<file path="src/rtl/dsx_pkg.sv">
package dsx_pkg;

  typedef enum logic [1:0] {
    SPD_S100 = 2'd0,
    SPD_S200 = 2'd1,
    SPD_S400 = 2'd2,
    SPD_RSV  = 2'd3
  } speed_e;

  // Number of distinct speeds that carry traffic.
  localparam int unsigned NUM_SPEEDS = 3;

  // The reserved code is mapped onto the slowest speed.
  function automatic speed_e norm_speed(input logic [1:0] raw);
    speed_e s;
    if (raw == 2'd3) s = SPD_S100;
    else             s = speed_e'(raw);
    return s;
  endfunction

  // Reference ticks per bit minus one: 3, 1, 0 for the three speeds.
  function automatic int unsigned tick_mask(input speed_e s);
    int unsigned sh;
    sh = (s == SPD_S400) ? 0 : (s == SPD_S200) ? 1 : 2;
    return (32'd1 << sh) - 32'd1;
  endfunction

endpackage

</file>
<file path="src/rtl/dsx_tick_gen.sv">
module dsx_tick_gen
  import dsx_pkg::*;
#(
  parameter int unsigned REF_PER_WORD = 8,
  localparam int unsigned PH_W = $clog2(REF_PER_WORD)
) (
  input  logic   clk,
  input  logic   rst,
  input  logic   ref_ce,
  input  speed_e cur_speed,
  output logic   word_ce,
  output logic   bit_ce
);

  logic [PH_W-1:0]       phase;
  logic [NUM_SPEEDS-1:0] spd_tick;

  always_ff @(posedge clk) begin
    if (rst) begin
      phase <= '0;
    end else if (ref_ce) begin
      if (phase == PH_W'(REF_PER_WORD - 1)) phase <= '0;
      else                                  phase <= phase + 1'b1;
    end
  end

  assign word_ce = ref_ce && (phase == PH_W'(REF_PER_WORD - 1));

  // One candidate bit tick per speed; the latched speed picks one.
  for (genvar g = 0; g < NUM_SPEEDS; g++) begin : g_spd
    localparam logic [PH_W-1:0] MASK = PH_W'(tick_mask(speed_e'(g)));
    assign spd_tick[g] = ref_ce && ((phase & MASK) == '0);
  end

  always_comb begin
    case (cur_speed)
      SPD_S400: bit_ce = spd_tick[2];
      SPD_S200: bit_ce = spd_tick[1];
      default:  bit_ce = spd_tick[0];
    endcase
  end

endmodule

</file>
<file path="src/rtl/dsx_word_reg.sv">
module dsx_word_reg
  import dsx_pkg::*;
#(
  parameter int unsigned WORD_W = 8
) (
  input  logic              clk,
  input  logic              rst,
  input  logic              word_ce,
  input  logic              bit_ce,
  input  logic [WORD_W-1:0] word_in,
  input  logic              valid_in,
  input  logic [1:0]        speed_in,
  output logic              cur_bit,
  output logic              cur_valid,
  output speed_e            cur_speed
);

  logic [WORD_W-1:0] shreg;

  // Capture wins over shifting: the last bit of the old word is read
  // from shreg by the encoder on the same edge.
  always_ff @(posedge clk) begin
    if (rst) begin
      shreg     <= '0;
      cur_valid <= 1'b0;
      cur_speed <= SPD_S100;
    end else if (word_ce) begin
      shreg     <= word_in;
      cur_valid <= valid_in;
      cur_speed <= norm_speed(speed_in);
    end else if (bit_ce) begin
      shreg     <= {shreg[WORD_W-2:0], 1'b0};
    end
  end

  assign cur_bit = shreg[WORD_W-1];

endmodule

</file>
<file path="src/rtl/dsx_ds_enc.sv">
module dsx_ds_enc (
  input  logic clk,
  input  logic rst,
  input  logic bit_ce,
  input  logic cur_valid,
  input  logic cur_bit,
  output logic ds_data,
  output logic ds_strobe
);

  always_ff @(posedge clk) begin
    if (rst) begin
      ds_data   <= 1'b0;
      ds_strobe <= 1'b0;
    end else if (bit_ce && cur_valid) begin
      ds_data <= cur_bit;
      if (cur_bit == ds_data) ds_strobe <= ~ds_strobe;
    end
  end

endmodule

</file>
<file path="src/rtl/dsx_tx_encoder.sv">
module dsx_tx_encoder
  import dsx_pkg::*;
#(
  parameter int unsigned WORD_W = 8
) (
  input  logic              clk,
  input  logic              rst,
  input  logic              ref_ce,
  input  logic [WORD_W-1:0] tx_word,
  input  logic              tx_valid,
  input  logic [1:0]        tx_speed,
  output logic              ds_data,
  output logic              ds_strobe
);

  // At the top speed one bit fills one reference tick.
  localparam int unsigned REF_PER_WORD = WORD_W;

  logic   word_ce;
  logic   bit_ce;
  logic   cur_bit;
  logic   cur_valid;
  speed_e cur_speed;

  dsx_tick_gen #(.REF_PER_WORD(REF_PER_WORD)) u_tick (
    .clk       (clk),
    .rst       (rst),
    .ref_ce    (ref_ce),
    .cur_speed (cur_speed),
    .word_ce   (word_ce),
    .bit_ce    (bit_ce)
  );

  dsx_word_reg #(.WORD_W(WORD_W)) u_word (
    .clk       (clk),
    .rst       (rst),
    .word_ce   (word_ce),
    .bit_ce    (bit_ce),
    .word_in   (tx_word),
    .valid_in  (tx_valid),
    .speed_in  (tx_speed),
    .cur_bit   (cur_bit),
    .cur_valid (cur_valid),
    .cur_speed (cur_speed)
  );

  dsx_ds_enc u_enc (
    .clk       (clk),
    .rst       (rst),
    .bit_ce    (bit_ce),
    .cur_valid (cur_valid),
    .cur_bit   (cur_bit),
    .ds_data   (ds_data),
    .ds_strobe (ds_strobe)
  );

endmodule

</file>
<file path="config.mk">
export PLATFORM = sky130hd
export DESIGN_NAME = dsx_tx_encoder
export DESIGN_NICKNAME = d
export VERILOG_FILES = /design/src/rtl/dsx_pkg.sv /design/src/rtl/dsx_tick_gen.sv /design/src/rtl/dsx_word_reg.sv /design/src/rtl/dsx_ds_enc.sv /design/src/rtl/dsx_tx_encoder.sv
export SDC_FILE = /design/constraint.sdc
export NUM_CORES = 1
export LEC_CHECK = 0
export BUFFER_PORTS_ARGS = -buffer_cell sky130_fd_sc_hd__buf_2
export CORE_MARGIN = 2
export CORE_UTILIZATION = 43
export CTS_CLUSTER_SIZE = 10
export DETAILED_ROUTE_END_ITERATION = 8
export PLACE_DENSITY = 0.77
export SLEW_MARGIN = 5
export SYNTH_ARGS = -nofsm -noshare
export SYNTH_HDL_FRONTEND = slang
export SYNTH_SLANG_ARGS = --single-unit
</file>
<file path="constraint.sdc">
create_clock -name clk -period 2.15 [get_ports clk]
set_clock_uncertainty 0.1 [all_clocks]
set_input_delay 0.1075 -clock clk [delete_from_list [all_inputs] [get_ports clk]]
set_output_delay 0.1075 -clock clk [all_outputs]
set_load 0.01 [all_outputs]
</file>
### Word-level counts from Yosys, hierarchy flattened

Cells that the tools add are included.
W data, S select, Z words.

* add/sub/neg operators: 1
* equal/unequal tests: 5
* multiplexer cells: 5
* bitwise gates (word level): 1
* reduce and logical (&&, ||, !) cells: 8

Operators with widths (number)
* $mux W8: 2
* $logic_not A3 Y1: 2
* $eq A2 B2 Y1 const B: 2
* $logic_and A1 B1 Y1: 4
* $add A3 B1 Y3 const B: 1
* $eq A3 B3 Y1 const B: 1
* $mux W3: 1
* $eq A2 B1 Y1 const B: 1
* $mux W2: 1
* $pmux W1 S2: 1
* $reduce_and A2 Y1: 1
* $reduce_bool A2 Y1: 1
* $eq A1 B1 Y1: 1
* $not A1 Y1: 1

* flip-flop bits (word level): 16
* input port bits: 14
* output and inout bits: 2
* word-level logic and storage cells: 26

### Logic depth before layout (Yosys ltp)

* depth after elaboration: 5
* gate-level depth with buffers: 7
* gate-level depth less buffers: 6

### By module

A second synthesis with hierarchy kept.

* cells, all modules: 76
* area, all modules: 763.2 um2

By module, submodules not included
* dsx_word_reg: instances 1, cells an instance 47, area each 491.7 um2, sequential area each 220.2 um2
* dsx_tick_gen: instances 1, cells an instance 19, area each 188.9 um2, sequential area each 60.1 um2
* dsx_ds_enc: instances 1, cells an instance 10, area each 82.6 um2, sequential area each 40.0 um2

### Worst setup path before layout

OpenSTA, ideal clock, no wires.

* kind: reg2reg
* start: reg u_tick.phase[0]
* end: reg u_word.shreg[5]
* setup time: 0.134 ns
* arrival: 1.418 ns
* required time: 1.916 ns
* setup slack: 0.498 ns
* cell stages (with the launch flop): 8
* path buffers: 1
* period minus slack after synthesis: 1.652 ns
* cells stage by stage: dfxtp_1 > ha_1 > ha_1 > o41ai_1 > a41oi_2 > buf_6 > nor2_2 > a211oi_2

* cells in the longest elaborated chain, start to end: 4
* elaborated cells between the ends (all ways): 9
* those cells by class: eq/ne (1); mux (2); reduce/logical (6)

RTL lines
* from (decl): RTL line dsx_tick_gen.sv:15 `logic [PH_W-1:0] phase;`
* from (signal assigned): RTL line dsx_tick_gen.sv:23 `else phase <= phase + 1'b1;`
* $logic_not A3 Y1: RTL line dsx_tick_gen.sv:32 `assign spd_tick[g] = ref_ce && ((phase & MASK) == '0);`
* $logic_and A1 B1 Y1: RTL line dsx_tick_gen.sv:32
* $pmux W1 S2: RTL line dsx_tick_gen.sv:36 `case (cur_speed)`
* $reduce_bool A2 Y1 (no source line)
* to (signal assigned): RTL line dsx_word_reg.sv:28 `shreg <= word_in;`
* to (signal assigned): RTL line dsx_word_reg.sv:32 `shreg <= {shreg[WORD_W-2:0], 1'b0};`
* to (decl): RTL line dsx_word_reg.sv:18 `logic [WORD_W-1:0] shreg;`

Parallel ways exist; a longest one is shown, timed or not.
A chain may end at the register's enable or synchronous reset.

### Final worst setup path

* start: reg u_tick.phase[0]
* end: reg u_word.shreg[0]

The elaborated chain is that of the path after synthesis.

==> out/metrics.cfg <==
[run_status]
outcome=completed

[drt]
detailroute.via_count=633
route.antenna.remaining_nets=0
detailedRoute.firstPassIterationCount=7
drc=0
drtIter0Drc=9
drt-vias-per-instance=5.06
finalWirelength_um=1380
post_drt_wl_per_cell_um=11.0

[synthesis]
syn-cell-area_um2=825
synth_compound_gate_area_share_pct=21.2
synth-seq-cells=16
number_of_warnings_reported_in_the_yosys_synthesis_log=0
asyncSetResetFlopFracSynth_pct=0
synth-edff-count=0
post_synth_adder_cell_area_pct=4.55
synth_area_leader_cell=sky130_fd_sc_hd__dfxtp_1
synth_top_cells_by_area=sky130_fd_sc_hd__dfxtp_1 39%, sky130_fd_sc_hd__mux2i_1 11%, sky130_fd_sc_hd__a211oi_2 9.1%
synth_top_family_by_area=compound AO/OA/AOI/OAI gates
most_numerous_cell_in_the_yosys_netlist=sky130_fd_sc_hd__dfxtp_1
yosys.cell_types.count=28
synth_flop_cell=sky130_fd_sc_hd__dfxtp_1
list_of_most_frequent_post_synthesis_cells=16 x sky130_fd_sc_hd__dfxtp_1, 9 x sky130_fd_sc_hd__mux2i_1, 9 x sky130_fd_sc_hd__nor2_1
synth_top_area_share_pct=38.8
synth-seq-area-share_pct=38.8
xor_and_xnor_area_share_after_synthesis_pct=1.06
postSynthNetCount=100
muxShareOfSynthArea_pct=12.7
synthCells=83
avgSynthCellArea_um2=9.93
synth_simple_gate_area_share_pct=16.8

[sta]
fmax_mhz=509
post-route-worst-setup-slack_ps=185
final.min_clock_period_ps=1960
finalHoldWorstSlack_ps=34.8
timing_worst_slew_pin_value_ps=543
final-setup-viol-count=0
timing_hold_violations_final=0
worst_slew_margin_relative_to_its_limit_pct=63.7
finalMaxSlewViolations=0
min_period_over_period_pct=91.4
rsz_0062_raised_after_global_routing=false
fin_tns_setup_ps=0

[clocking]
clk_root_buffer_cell=sky130_fd_sc_hd__clkbuf_4
clock_insertion_delay_worst_skew_ps=280
cts_num_sinks=16
clock_tree.buffer_depth=2
cts_max_level=1
cts_buffers=3
cts_tree=yes
clk_transition_reported_paths_ps=90
cts_setup_buffers=0

[worst_setup_path]
timing.critical_path.mode_cell=sky130_fd_sc_hd__ha_1
worst-endpoint-arrival_ps=2080
setup.worst_path.start_class=register
required_ps=2270
critPathMaxStageDelay_ps=460
timing.reg2reg.worst_path_depth=6
critical_path_class=reg -> reg
startpoint_of_the_worst_setup_timing_path=u_tick.phase[0]
worst_path_max_delay_cell=sky130_fd_sc_hd__o41ai_1
r2r_setup_slack_ps=190
worst_r2r_endpoint=u_word.shreg[0]
crit_path_max_fanout=13
critical_path.reg2reg.startpoint=u_tick.phase[0]
end_kind=register
critical_path_cell_by_cell=ha_1 > ha_1 > o41ai_1 > a41oi_4 > nand2b_1 > a21oi_1
crit_end=u_word.shreg[0]

[cells_and_area]
layout-area-overhead-vs-synth_pct=18.7
instances_no_fill=125
layout_cells_sized_above_1_pct=36.0
fin_nets=118
antenna_cells=0
utilization_after_layout_pct=55.5
filler_cell_count=177

[global_route]
grt_pass1_wl_um=2440
grt_overflow=0
grt_antenna_before_repair=0
first_global_vias=596
grt_start_max_net_pins=18
track_usage_pct=15.1

[placed_design]
place_ws_ps=121
dpl.hpwl_um=1040
place.gp.congestion=0.767
io_buffer_count=15
post-place-cells=119

[floorplan]
die-area_um2=2280
top_level_port_count=16
die_span_in_y_um=47.8
die_w_um=47.8
core_area_um2=1760
initial_utilization_pct=46.7
rows=15

[pwr]
sw_pwr_uw=154
seq_power_share_pct=52.5
total_leakage_power_nw=0.364
power_switching_share_pct=25.0
power.share.combinational_pct=15.8
clock_power_share_pct=31.7
vdd_ir_drop_max_mv=0.402
powerDensity_nw_per_um2=630
internal_power_uw=462

[flow_run]
cap_violations=0

[hold_path]
min-delay-path-class=in -> reg

-- worst min path at each step --
stage	from	slack (ps)	end	depth (start not counted)
after CTS	tx_speed[0]	30	u_word.cur_speed[1]	4
after floorplan	tx_valid	160	u_word.cur_valid	2
final	tx_word[1]	30	u_word.shreg[1]	3
after detailed placement	tx_word[0]	290	u_word.shreg[0]	3
after global placement	tx_valid	280	u_word.cur_valid	3
after global routing	tx_word[1]	20	u_word.shreg[1]	3
-- flip-flops by register name, summed over array words and instances (netlist names) --
name and count:
u_word.shreg 8, u_word.cur_speed 2, u_tick.phase 3, u_enc.ds_strobe 1, u_enc.ds_data 1, u_word.cur_valid 1
-- power by group through the flow --
stage                     registers, mW  clock network (mW)  logic [mW]
after floorplan                   0.328                   0      0.0765
after global placement            0.331                   0      0.0894
after detailed placement          0.331                   0      0.0935
after CTS                         0.324               0.203      0.0965
after global routing              0.326               0.220       0.109
final                             0.324               0.196      0.0972
-- final cells by class --
cell class	instances	area, um^2	share of cell area (%)
clock buffer	4	36.3	3.71
inverter	3	11.3	1.15
sequential	16	320	32.7
timing repair buffer	18	103	10.5
multi-input combinational	59	477	48.7
tap	25	31.3	3.20
-- layout by cell type (no fill, tap or decap), types with 4 or more instances in the layout --
cell type / instances
sky130_fd_sc_hd__nor2_2: 4
sky130_fd_sc_hd__mux2i_1: 9
sky130_fd_sc_hd__nor2_1: 9
sky130_fd_sc_hd__a21oi_1: 6
sky130_fd_sc_hd__dfxtp_1: 16
sky130_fd_sc_hd__a211oi_2: 6
sky130_fd_sc_hd__buf_2: 15
-- worst max-delay path: cells and delay by family (launching register included) --
kind	cells	cell delay, ps
flops	1	350
compound gates	3	780
simple gates	1	240
fa+ha+maj	2	440
-- per-layer routing --
layer  routed length, um  vias up  GRT usage, %
met5                   0        -             0
met4                   0        0          2.70
met3                  62        0          6.79
met2                 669       15          25.6
met1                 649      290          17.9
li1                    -      328             -
-- metrics by stage --
| step | area (um^2) | total power, mW |
|---|---|---|
| 3_3_place_gp | 911 | 0.420 |
| 2_1_floorplan | 825 | 0.405 |
| 3_5_place_dp | 911 | 0.424 |
| 4_1_cts | 967 | 0.624 |
| 6_report | 978 | 0.617 |
| 5_1_grt | 978 | 0.655 |
-- kinds of logic (layout without fill, tap and decap cells) --
family                   Yosys count  count (layout)
AO/OA/AOI/OAI                     19              19
buffers and inverters              8              25
flip-flops                        16              16
multiplexers                      10              10
XOR/XNOR                           1               1
adder cells (fa/ha/maj)            3               3
AND/OR/NAND/NOR                   26              26
-- what timing repair did --
item                                    in CTS  in global routing
endpoints found under the setup margin       0                  7
hold buffers                                 2                  0
gates resized for setup                      0                  1
hold endpoints to repair                     2                  0
Note: power is estimated with default switching activity, not from simulation.
